$ cat src/rtl/slot_inject_pkg.sv
// Shared types for the slot-table injection regulator.
// Assumes at most 2**CONN_FIELD_W connections per interface.
package slot_inject_pkg;
    localparam int CONN_FIELD_W = 4;

    // One slot of the transmission table.
    typedef struct packed {
        logic                    valid;
        logic [CONN_FIELD_W-1:0] conn;
    } slot_entry_t;

    // Clamp a programmed length into 1..max_slots.
    function automatic int unsigned clamp_len(int unsigned len, int unsigned max_slots);
        return (len == 0 || len > max_slots) ? max_slots : len;
    endfunction
endpackage

$ cat src/rtl/conn_flit_fifo.sv
// Per-connection flit queue with a valid/ready write side.
// The read side pops on `pop`, and the caller only pops when `empty` is low.
// Assumes DEPTH >= 2. A push and a pop may happen in the same cycle.
module conn_flit_fifo #(
    parameter int WIDTH = 32,
    parameter int DEPTH = 4
) (
    input  logic             clk,
    input  logic             rst_n,
    input  logic             push_valid,
    output logic             push_ready,
    input  logic [WIDTH-1:0] push_data,
    input  logic             pop,
    output logic             empty,
    output logic [WIDTH-1:0] head
);
    localparam int AW = $clog2(DEPTH);
    localparam int CW = $clog2(DEPTH + 1);

    logic [WIDTH-1:0] mem_q [DEPTH];
    logic [AW-1:0]    wr_q, rd_q;
    logic [CW-1:0]    cnt_q;
    logic             do_push;

    assign push_ready = (cnt_q != CW'(DEPTH));
    assign empty      = (cnt_q == '0);
    assign head       = mem_q[rd_q];
    assign do_push    = push_valid && push_ready;

    // Storage write; the data needs no reset.
    always_ff @(posedge clk) begin
        if (do_push) mem_q[wr_q] <= push_data;
    end

    // Pointer and occupancy update.
    always_ff @(posedge clk) begin
        if (!rst_n) begin
            wr_q  <= '0;
            rd_q  <= '0;
            cnt_q <= '0;
        end else begin
            if (do_push) wr_q <= (wr_q == AW'(DEPTH - 1)) ? '0 : wr_q + 1'b1;
            if (pop)     rd_q <= (rd_q == AW'(DEPTH - 1)) ? '0 : rd_q + 1'b1;
            if (do_push && !pop)      cnt_q <= cnt_q + 1'b1;
            else if (pop && !do_push) cnt_q <= cnt_q - 1'b1;
        end
    end
endmodule

$ cat src/rtl/slot_table.sv
// Double-buffered transmission table with the slot pointer.
// Writes go to the shadow copy. A commit arms a swap, and the swap runs
// on the advance that wraps the pointer to 0. The pointer steps once per advance.
// Assumes MAX_SLOTS fits in LEN_W bits.
module slot_table
    import slot_inject_pkg::*;
#(
    parameter int MAX_SLOTS = 16,
    parameter int PTR_W     = 4,
    parameter int LEN_W     = 5
) (
    input  logic             clk,
    input  logic             rst_n,
    input  logic             cfg_we,
    input  logic [PTR_W-1:0] cfg_addr,
    input  slot_entry_t      cfg_entry,
    input  logic             cfg_len_we,
    input  logic [LEN_W-1:0] cfg_len,
    input  logic             cfg_commit,
    input  logic             advance,
    output logic [PTR_W-1:0] cur_ptr,
    output slot_entry_t      cur_entry
);
    slot_entry_t      shadow_q [MAX_SLOTS];
    slot_entry_t      active_q [MAX_SLOTS];
    logic [LEN_W-1:0] shadow_len_q, active_len_q;
    logic [PTR_W-1:0] ptr_q;
    logic             pending_q;
    logic             wrap, swap;

    assign wrap      = (LEN_W'(ptr_q) + 1'b1) >= active_len_q;
    assign swap      = advance && wrap && pending_q;
    assign cur_ptr   = ptr_q;
    assign cur_entry = active_q[ptr_q];

    // Shadow entries and length, written by the scheduler.
    always_ff @(posedge clk) begin
        if (!rst_n) begin
            for (int i = 0; i < MAX_SLOTS; i++) shadow_q[i] <= '0;
            shadow_len_q <= LEN_W'(MAX_SLOTS);
        end else begin
            if (cfg_we) shadow_q[cfg_addr] <= cfg_entry;
            if (cfg_len_we) shadow_len_q <= LEN_W'(clamp_len(int'(cfg_len), MAX_SLOTS));
        end
    end

    // Active copy, replaced only at a wrap with a commit armed.
    always_ff @(posedge clk) begin
        if (!rst_n) begin
            for (int i = 0; i < MAX_SLOTS; i++) active_q[i] <= '0;
            active_len_q <= LEN_W'(MAX_SLOTS);
        end else if (swap) begin
            for (int i = 0; i < MAX_SLOTS; i++) active_q[i] <= shadow_q[i];
            active_len_q <= shadow_len_q;
        end
    end

    // Commit flag; a commit in the swap cycle arms the next wrap.
    always_ff @(posedge clk) begin
        if (!rst_n)          pending_q <= 1'b0;
        else if (swap)       pending_q <= cfg_commit;
        else if (cfg_commit) pending_q <= 1'b1;
    end

    // Slot pointer, one step per advance, wrapping at the active length.
    always_ff @(posedge clk) begin
        if (!rst_n)       ptr_q <= '0;
        else if (advance) ptr_q <= wrap ? '0 : ptr_q + 1'b1;
    end
endmodule

$ cat src/rtl/slot_inject_regulator.sv
// Network-interface injection regulator driven by a slot table.
// One flit at most per slot, taken from the queue of the slot's owner.
// An unused slot stays empty. Assumes 2 <= N_CONN <= 16 and that
// slot_tick is a one-cycle strobe.
module slot_inject_regulator
    import slot_inject_pkg::*;
#(
    parameter int N_CONN     = 4,
    parameter int FLIT_W     = 32,
    parameter int FIFO_DEPTH = 4,
    parameter int MAX_SLOTS  = 16,
    parameter int CONN_W     = $clog2(N_CONN),
    parameter int PTR_W      = $clog2(MAX_SLOTS),
    parameter int LEN_W      = $clog2(MAX_SLOTS + 1)
) (
    input  logic                     clk,
    input  logic                     rst_n,
    input  logic                     slot_tick,
    input  logic [N_CONN-1:0]        in_valid,
    output logic [N_CONN-1:0]        in_ready,
    input  logic [N_CONN*FLIT_W-1:0] in_flit,
    input  logic                     cfg_we,
    input  logic [PTR_W-1:0]         cfg_addr,
    input  logic                     cfg_entry_valid,
    input  logic [CONN_W-1:0]        cfg_entry_conn,
    input  logic                     cfg_len_we,
    input  logic [LEN_W-1:0]         cfg_len,
    input  logic                     cfg_commit,
    output logic                     net_valid,
    output logic [FLIT_W-1:0]        net_flit,
    output logic [CONN_W-1:0]        net_conn,
    output logic [PTR_W-1:0]         slot_idx
);
    slot_entry_t       wr_entry, cur_entry;
    logic [N_CONN-1:0] q_empty, q_pop;
    logic [FLIT_W-1:0] q_head [N_CONN];
    logic [CONN_W-1:0] sel;
    logic              sel_ok, fire;
    logic [FLIT_W-1:0] sel_head;

    assign wr_entry.valid = cfg_entry_valid;
    assign wr_entry.conn  = CONN_FIELD_W'(cfg_entry_conn);

    slot_table #(
        .MAX_SLOTS(MAX_SLOTS), .PTR_W(PTR_W), .LEN_W(LEN_W)
    ) u_table (
        .clk(clk), .rst_n(rst_n),
        .cfg_we(cfg_we), .cfg_addr(cfg_addr), .cfg_entry(wr_entry),
        .cfg_len_we(cfg_len_we), .cfg_len(cfg_len), .cfg_commit(cfg_commit),
        .advance(slot_tick), .cur_ptr(slot_idx), .cur_entry(cur_entry)
    );

    for (genvar c = 0; c < N_CONN; c++) begin : g_queue
        conn_flit_fifo #(.WIDTH(FLIT_W), .DEPTH(FIFO_DEPTH)) u_fifo (
            .clk(clk), .rst_n(rst_n),
            .push_valid(in_valid[c]), .push_ready(in_ready[c]),
            .push_data(in_flit[c*FLIT_W +: FLIT_W]),
            .pop(q_pop[c]), .empty(q_empty[c]), .head(q_head[c])
        );
    end

    // Owner of the current slot and whether it can send now.
    always_comb begin
        sel      = CONN_W'(cur_entry.conn);
        sel_ok   = (int'(cur_entry.conn) < N_CONN);
        sel_head = '0;
        fire     = 1'b0;
        q_pop    = '0;
        for (int c = 0; c < N_CONN; c++) begin
            if (sel_ok && sel == CONN_W'(c)) begin
                sel_head = q_head[c];
                fire     = slot_tick && cur_entry.valid && !q_empty[c];
                q_pop[c] = fire;
            end
        end
    end

    // Output register toward the network link.
    always_ff @(posedge clk) begin
        if (!rst_n) begin
            net_valid <= 1'b0;
            net_flit  <= '0;
            net_conn  <= '0;
        end else begin
            net_valid <= fire;
            if (fire) begin
                net_flit <= sel_head;
                net_conn <= sel;
            end
        end
    end
endmodule

$ cat config.mk
export PLATFORM = sky130hd
export DESIGN_NAME = slot_inject_regulator
export DESIGN_NICKNAME = d
export VERILOG_FILES = /design/src/rtl/slot_inject_pkg.sv /design/src/rtl/conn_flit_fifo.sv /design/src/rtl/slot_table.sv /design/src/rtl/slot_inject_regulator.sv
export SDC_FILE = /design/constraint.sdc
export NUM_CORES = 1
export LEC_CHECK = 0
export BUFFER_PORTS_ARGS = -buffer_cell sky130_fd_sc_hd__buf_2
export CAP_MARGIN = 0
export CORE_MARGIN = 4
export CORE_UTILIZATION = 40
export DETAILED_ROUTE_END_ITERATION = 10
export PLACE_DENSITY_LB_ADDON = 0.1
export SLEW_MARGIN = 20
export SYNTH_ARGS = -nofsm -noshare
export SYNTH_HDL_FRONTEND = slang
export SYNTH_SLANG_ARGS = --single-unit
$ cat constraint.sdc
create_clock -name clk -period 6.35 [get_ports clk]
set_clock_uncertainty 0.1 [all_clocks]
set_input_delay 0.635 -clock clk [delete_from_list [all_inputs] [get_ports clk]]
set_output_delay 0.635 -clock clk [all_outputs]
set_load 0.005 [all_outputs]
# Yosys cells after proc, flatten, opt, wreduce, memory -nomap -nowiden
# Memory sizes are Yosys's and may differ from the RTL's. A register that Yosys moved wholly into a read port is not among the register bits.
# Cells that the tools add are included.
# classes
bitwise_logic	16
n_mux	75
n_eq_ne	15
div	0
n_shift	0
n_addsub	18
multipliers	0
n_reduce_logical	48
magnitude_cmp	3
# op_table
op	n
32-bit two-way mux	4
5-bit two-way mux	17
2-bit two-way mux	16
3-bit two-way mux	9
1-bit two-way mux	25
1-bit logical AND	23
2-bit == test, second input constant	10
2-bit by 1-bit adder with 2-bit output, second input constant	8
4-bit two-way mux	4
1-bit OR	16
3-bit by 1-bit adder with 3-bit output, second input constant	4
1-bit zero test	12
3-bit zero test	4
3-bit inequality test, second input constant	4
3-bit by 1-bit subtractor with 3-bit output, second input constant	4
2-bit nonzero test	5
4-bit by 1-bit adder with 5-bit output, second input constant	1
5-bit >= comparator	1
5-bit > comparator, second input constant	1
5-bit zero test	1
4-bit by 1-bit adder with 4-bit output, second input constant	1
4-bit by 3-bit < comparator with 1-bit output, second input constant	1
3-bit OR reduction	1
2-bit by 1-bit == test with 1-bit output, second input constant	1
other kinds (2)	2
# word_totals
ramBits	640
in_bits	150
latchBits	0
romBits	0
output_inout_bits	43
regBits	78
n_memories	6
# mem_list
memory	words	word_bits	rd	rd_ports_with_merged_regs	wr	line	source
g_queue[0].u_fifo.mem_q	4	32	1	1	1	conn_flit_fifo.sv:20	logic [WIDTH-1:0] mem_q [DEPTH];
g_queue[1].u_fifo.mem_q	4	32	1	1	1	conn_flit_fifo.sv:20	
g_queue[2].u_fifo.mem_q	4	32	1	1	1	conn_flit_fifo.sv:20	
g_queue[3].u_fifo.mem_q	4	32	1	1	1	conn_flit_fifo.sv:20	
u_table.active_q	16	5	1	1	16	slot_table.sv:25	slot_entry_t active_q [MAX_SLOTS];
u_table.shadow_q	16	3	16	0	16	slot_table.sv:24	slot_entry_t shadow_q [MAX_SLOTS];

# Logic depth before layout (Yosys ltp)
# depth
ltp_word	8
depth_mapped	15

# Hierarchy
# A second synthesis with hierarchy kept.
# unflattened
hier_cells	1604
area_unflattened_um2	30395.4
# modules_own_cells
mod	cells_each	area_per_inst_um2	instances	seq_area_each_um2
conn_flit_fifo	216	5092.4	4	4023.9
slot_table	530	7847.5	1	5185.0
slot_inject_regulator	210	2178.3	1	700.7

# Least setup slack after synthesis
# Ideal clock, no wire load.
# synth_timing
path_kind	flip-flop to flip-flop
startpoint	reg u_table.ptr_q[0], in the netlist u_table.cur_ptr[0]
endpoint	mem u_table.active_q[0][0] in the netlist's numbering (enable)
period_less_slack_ns	5.681
path_slack_ns	0.669
stages_incl_launch_ff	8
t_required_ns	5.725
n_path_buf	0
arrival_time_ns	5.056
path_cell_list	dfxtp_1 -> ha_1 -> ha_1 -> a21o_1 -> a21o_1 -> a21o_1 -> a21oi_1 -> o31ai_1
# synth_lines
item	line	source
from (decl)	slot_table.sv:27	logic [PTR_W-1:0] ptr_q;
from (signal assigned)	slot_table.sv:68	else if (advance) ptr_q <= wrap ? '0 : ptr_q + 1'b1;
to (decl)	slot_table.sv:25	

==> flow_results.xml <==
<?xml version="1.0" encoding="UTF-8"?>
<metrics>
  <group name="yosys">
    <metric name="yosys-top-cells-count" unit="">608 x sky130_fd_sc_hd__edfxtp_1, 137 x sky130_fd_sc_hd__mux4_2, 102 x sky130_fd_sc_hd__and2_1, 90 x sky130_fd_sc_hd__dfxtp_1, 83 x sky130_fd_sc_hd__mux2i_1</metric>
    <metric name="yosys_warnings" unit="">0</metric>
    <metric name="synth_top_flop_cell" unit="">sky130_fd_sc_hd__edfxtp_1</metric>
    <metric name="synth_area_leader_cell" unit="">sky130_fd_sc_hd__edfxtp_1</metric>
    <metric name="yosysSeqAreaShare" unit="%">72.20</metric>
    <metric name="syn_inst" unit="">1485</metric>
    <metric name="ys_ff_latch" unit="">698</metric>
    <metric name="edff_count_synth" unit="">608</metric>
    <metric name="synth-async-reset-ratio" unit="%">0</metric>
    <metric name="post-synth-top-area-fraction" unit="%">65.72</metric>
    <metric name="synth.cell_area" unit="mm^2">0.02778</metric>
    <metric name="yosys-top-cells-area" unit="">sky130_fd_sc_hd__edfxtp_1 66%, sky130_fd_sc_hd__mux4_2 11%, sky130_fd_sc_hd__dfxtp_1 6.5%</metric>
    <metric name="syn_area_per_cell" unit="um^2">18.71</metric>
    <metric name="yosys.cell_types.count" unit="">52</metric>
    <metric name="synthMostInstantiatedCell" unit="">sky130_fd_sc_hd__edfxtp_1</metric>
    <metric name="synth.net_count" unit="">1670</metric>
  </group>
  <group name="route">
    <metric name="initialDrtViolationCount" unit="">974</metric>
    <metric name="detailed_route_wire_length" unit="mm">65.47</metric>
    <metric name="detailroute.via_count" unit="">13700</metric>
    <metric name="final_antenna_net_count" unit="">0</metric>
    <metric name="drcViolationCount" unit="">0</metric>
    <metric name="drt-wirelength-per-cell" unit="um">24.32</metric>
    <metric name="firstDrtPassIters" unit="">5</metric>
    <metric name="drt-vias-per-instance" unit="">5.089</metric>
  </group>
  <group name="power_and_ir_drop">
    <metric name="irDropWorstVdd" unit="mV">0.2144</metric>
    <metric name="power.leakage" unit="nW">10.95</metric>
    <metric name="pwr_density_cell" unit="mW/mm^2">340.3</metric>
  </group>
  <group name="timing">
    <metric name="max_slew_margin" unit="%">30.42</metric>
    <metric name="hold_viol_final" unit="">0</metric>
    <metric name="report.final.slew_viol_count" unit="">0</metric>
    <metric name="setup_repair_after_global_routing_missed_its_margin" unit="">false</metric>
    <metric name="min_period_over_period" unit="%">70.10</metric>
    <metric name="tightest_slew" unit="ns">1.044</metric>
    <metric name="fmax" unit="GHz">0.2247</metric>
    <metric name="finish_stage_setup_viols" unit="">0</metric>
    <metric name="final_period_minus_worst_setup_slack" unit="ns">4.451</metric>
    <metric name="final.setup.worst_slack" unit="ns">1.899</metric>
    <metric name="setup_tns" unit="ns">0</metric>
  </group>
  <group name="finish">
    <metric name="drive_gt1_share" unit="%">31.46</metric>
    <metric name="layout.cell_area.non_filler" unit="mm^2">0.03217</metric>
    <metric name="flow.area_growth_from_synthesis" unit="%">15.80</metric>
    <metric name="final_net_count" unit="">1885</metric>
    <metric name="fill_cells" unit="">5913</metric>
  </group>
  <group name="setup_path">
    <metric name="end_point_of_the_critical_path" unit="">g_queue[2].u_fifo.cnt_q[2]$_SDFFE_PN0P_</metric>
    <metric name="cells_on_worst_reg2reg_path" unit="">11</metric>
    <metric name="timing.critical_path.from_type" unit="">flip-flop</metric>
    <metric name="timing.reg2reg.setup_slack" unit="ns">1.90</metric>
    <metric name="critical_path_required" unit="ns">6.79</metric>
    <metric name="critPathKind" unit="">flip-flop to flip-flop</metric>
    <metric name="critical_path_arrival" unit="ns">4.90</metric>
    <metric name="crit_fanout" unit="">36</metric>
    <metric name="cp-end-kind" unit="">flip-flop</metric>
    <metric name="reg2reg_to" unit="">g_queue[2].u_fifo.cnt_q[2]$_SDFFE_PN0P_</metric>
  </group>
  <group name="place">
    <metric name="io_buffers" unit="">192</metric>
    <metric name="dpl.hpwl" unit="mm">42.65</metric>
    <metric name="dpl-instance-area" unit="mm^2">0.02975</metric>
    <metric name="gp_congestion" unit="">0.7817</metric>
    <metric name="detailedPlace.worstSlack" unit="ns">1.803</metric>
  </group>
  <group name="clock_network">
    <metric name="worst_setup_hold_path_clk_slew" unit="ns">0.06</metric>
    <metric name="cts_buffers" unit="">76</metric>
    <metric name="post_cts.repair.setup_buffers" unit="">0</metric>
    <metric name="clock_tree_from_tritoncts" unit="">yes</metric>
    <metric name="clkSinkCount" unit="">698</metric>
    <metric name="cts_hold_buffers" unit="">0</metric>
    <metric name="insertion_delay" unit="ns">0.62</metric>
    <metric name="clk_path_buf_depth" unit="">3</metric>
    <metric name="postCtsResizedCells" unit="">0</metric>
    <metric name="clk_root_buffer_cell" unit="">sky130_fd_sc_hd__clkbuf_16</metric>
    <metric name="cts_htree_levels" unit="">3</metric>
  </group>
  <group name="die">
    <metric name="initial_core_utilization" unit="%">40.44</metric>
    <metric name="core" unit="mm^2">0.06871</metric>
    <metric name="die_h" unit="um">271.5</metric>
    <metric name="floorplan.io_pins" unit="">193</metric>
    <metric name="floorplan.die.width" unit="um">271.5</metric>
    <metric name="die-area" unit="mm^2">0.07373</metric>
    <metric name="site_rows" unit="">96</metric>
  </group>
  <group name="outcome">
    <metric name="result_of_the_run" unit="">complete, no violations</metric>
  </group>
  <group name="global_route">
    <metric name="grt_max_degree" unit="">75</metric>
    <metric name="overflow" unit="">0</metric>
    <metric name="first_global_vias" unit="">14540</metric>
    <metric name="grt_use_total" unit="%">17.95</metric>
    <metric name="global_route_wire_length_before_repair" unit="mm">97.12</metric>
    <metric name="grt_antenna_before_repair" unit="">13</metric>
  </group>
  <group name="hold_path">
    <metric name="timing.hold.worst.class" unit="">input pin to flip-flop</metric>
  </group>
  <group name="flow_run">
    <metric name="max-cap-violations" unit="">0</metric>
  </group>
</metrics>
-- registers in the layout, indices dropped and copies added, names as in the netlist, 2 cells and up, named ones only --
signal and cells:
g_queue.u_fifo.mem_q 512, g_queue.u_fifo.rd_q 8, u_table.active_q 48, u_table.shadow_q 48, net_flit 32, net_conn 2, g_queue.u_fifo.cnt_q 12, g_queue.u_fifo.wr_q 8
u_table.active_len_q 5, u_table.shadow_len_q 5, u_table.cur_ptr 4
-- cell families after synthesis --
kind of cell / count (synthesis) / share of synthesized area [%]
AO/OA/AOI/OAI: 103 / 3.184
multiplexers: 253 / 15.43
flip-flops: 698 / 72.20
buffers and inverters: 105 / 1.783
AND/OR/NAND/NOR: 281 / 5.395
XOR/XNOR: 10 / 0.3153
adder cells (fa/ha/maj): 35 / 1.684
-- power breakdown --
part           switching (mW)  total (mW)  leakage (nW)  internal (mW)
sequential              0.133        5.51          6.38           5.38
clock                    1.77        4.28          1.18           2.51
combinational           0.692        1.16          3.39          0.470
-- through the flow --
step / hold WS, ns / power [mW] / std cells / utilization, %
2_1_floorplan: 0.3460 / 6.319 / 1485 / -
3_3_place_gp: 0.3672 / 6.779 / 2553 / 43.29
3_5_place_dp: 0.3693 / 6.811 / 2553 / 43.29
4_1_cts: 0.09218 / 11.12 / 2689 / 46.81
5_1_grt: 0.1024 / 11.42 / 2690 / 46.82
6_report: 0.1384 / 10.95 / 2692 / 46.83
-- routing by layer --
layer  GRT usage [%]  up-vias  routed length [um]
li1                -     6289                   -
met5               0        -                  92
met2           31.43      278               33900
met3           4.463       99                3323
met4           4.297       16                1330
met1           22.58     7018               26820
-- worst max-delay path: stages, from the launching register on --
cell,delay [ns]
sky130_fd_sc_hd__dfxtp_1,0.91
sky130_fd_sc_hd__mux4_2,0.61
sky130_fd_sc_hd__and3_4,0.20
sky130_fd_sc_hd__a211oi_4,0.25
sky130_fd_sc_hd__nand2_4,0.49
sky130_fd_sc_hd__or4_1,0.75
sky130_fd_sc_hd__ha_1,0.27
sky130_fd_sc_hd__inv_1,0.08
sky130_fd_sc_hd__fa_1,0.18
sky130_fd_sc_hd__xor2_1,0.08
sky130_fd_sc_hd__or3_1,0.31
sky130_fd_sc_hd__a21oi_1,0.15
-- area by class of cell --
| type | count | area (um^2) | area share [%] |
|---|---|---|---|
| Clock inverter | 41 | 361.6 | 1.124 |
| Inverter | 24 | 90.09 | 0.2800 |
| Clock buffer | 95 | 2057 | 6.394 |
| Antenna cell | 3 | 7.507 | 0.02333 |
| Timing Repair Buffer | 218 | 1156 | 3.594 |
| Multi-Input combinational cell | 682 | 7268 | 22.59 |
| Sequential cell | 698 | 20070 | 62.37 |
| Tap cell | 931 | 1165 | 3.621 |
-- cell usage in the layout, fill, tap and decap left out, types with 29 or more instances in the layout --
master and n:
sky130_fd_sc_hd__and2_1 101, sky130_fd_sc_hd__buf_2 192, sky130_fd_sc_hd__clkbuf_16 79, sky130_fd_sc_hd__dfxtp_1 86
sky130_fd_sc_hd__edfxtp_1 608, sky130_fd_sc_hd__ha_1 31, sky130_fd_sc_hd__mux2_2 33, sky130_fd_sc_hd__mux2i_1 83
sky130_fd_sc_hd__mux4_2 137, sky130_fd_sc_hd__nand2_1 49, sky130_fd_sc_hd__nor2_1 60, sky130_fd_sc_hd__o22ai_2 29
-- worst min path at each step --
stage                                              start                                  endpoint  slack [ns]  depth (start not counted)
finish                                       in_flit[79]  g_queue[2].u_fifo.mem_q[0][15]$_DFFE_PP_        0.14                          1
CTS                                          in_flit[70]   g_queue[2].u_fifo.mem_q[1][6]$_DFFE_PP_        0.09                          1
floorplan           u_table.shadow_len_q[4]$_SDFFE_PN1P_      u_table.shadow_len_q[4]$_SDFFE_PN1P_        0.35                          2
detailed placement             net_flit[25]$_SDFFE_PN0P_                 net_flit[25]$_SDFFE_PN0P_        0.37                          2
global route                                 in_flit[18]  g_queue[0].u_fifo.mem_q[0][18]$_DFFE_PP_        0.10                          1
global placement    u_table.shadow_len_q[2]$_SDFFE_PN0P_      u_table.shadow_len_q[2]$_SDFFE_PN0P_        0.37                          2
(Power assumes the default switching activity.)
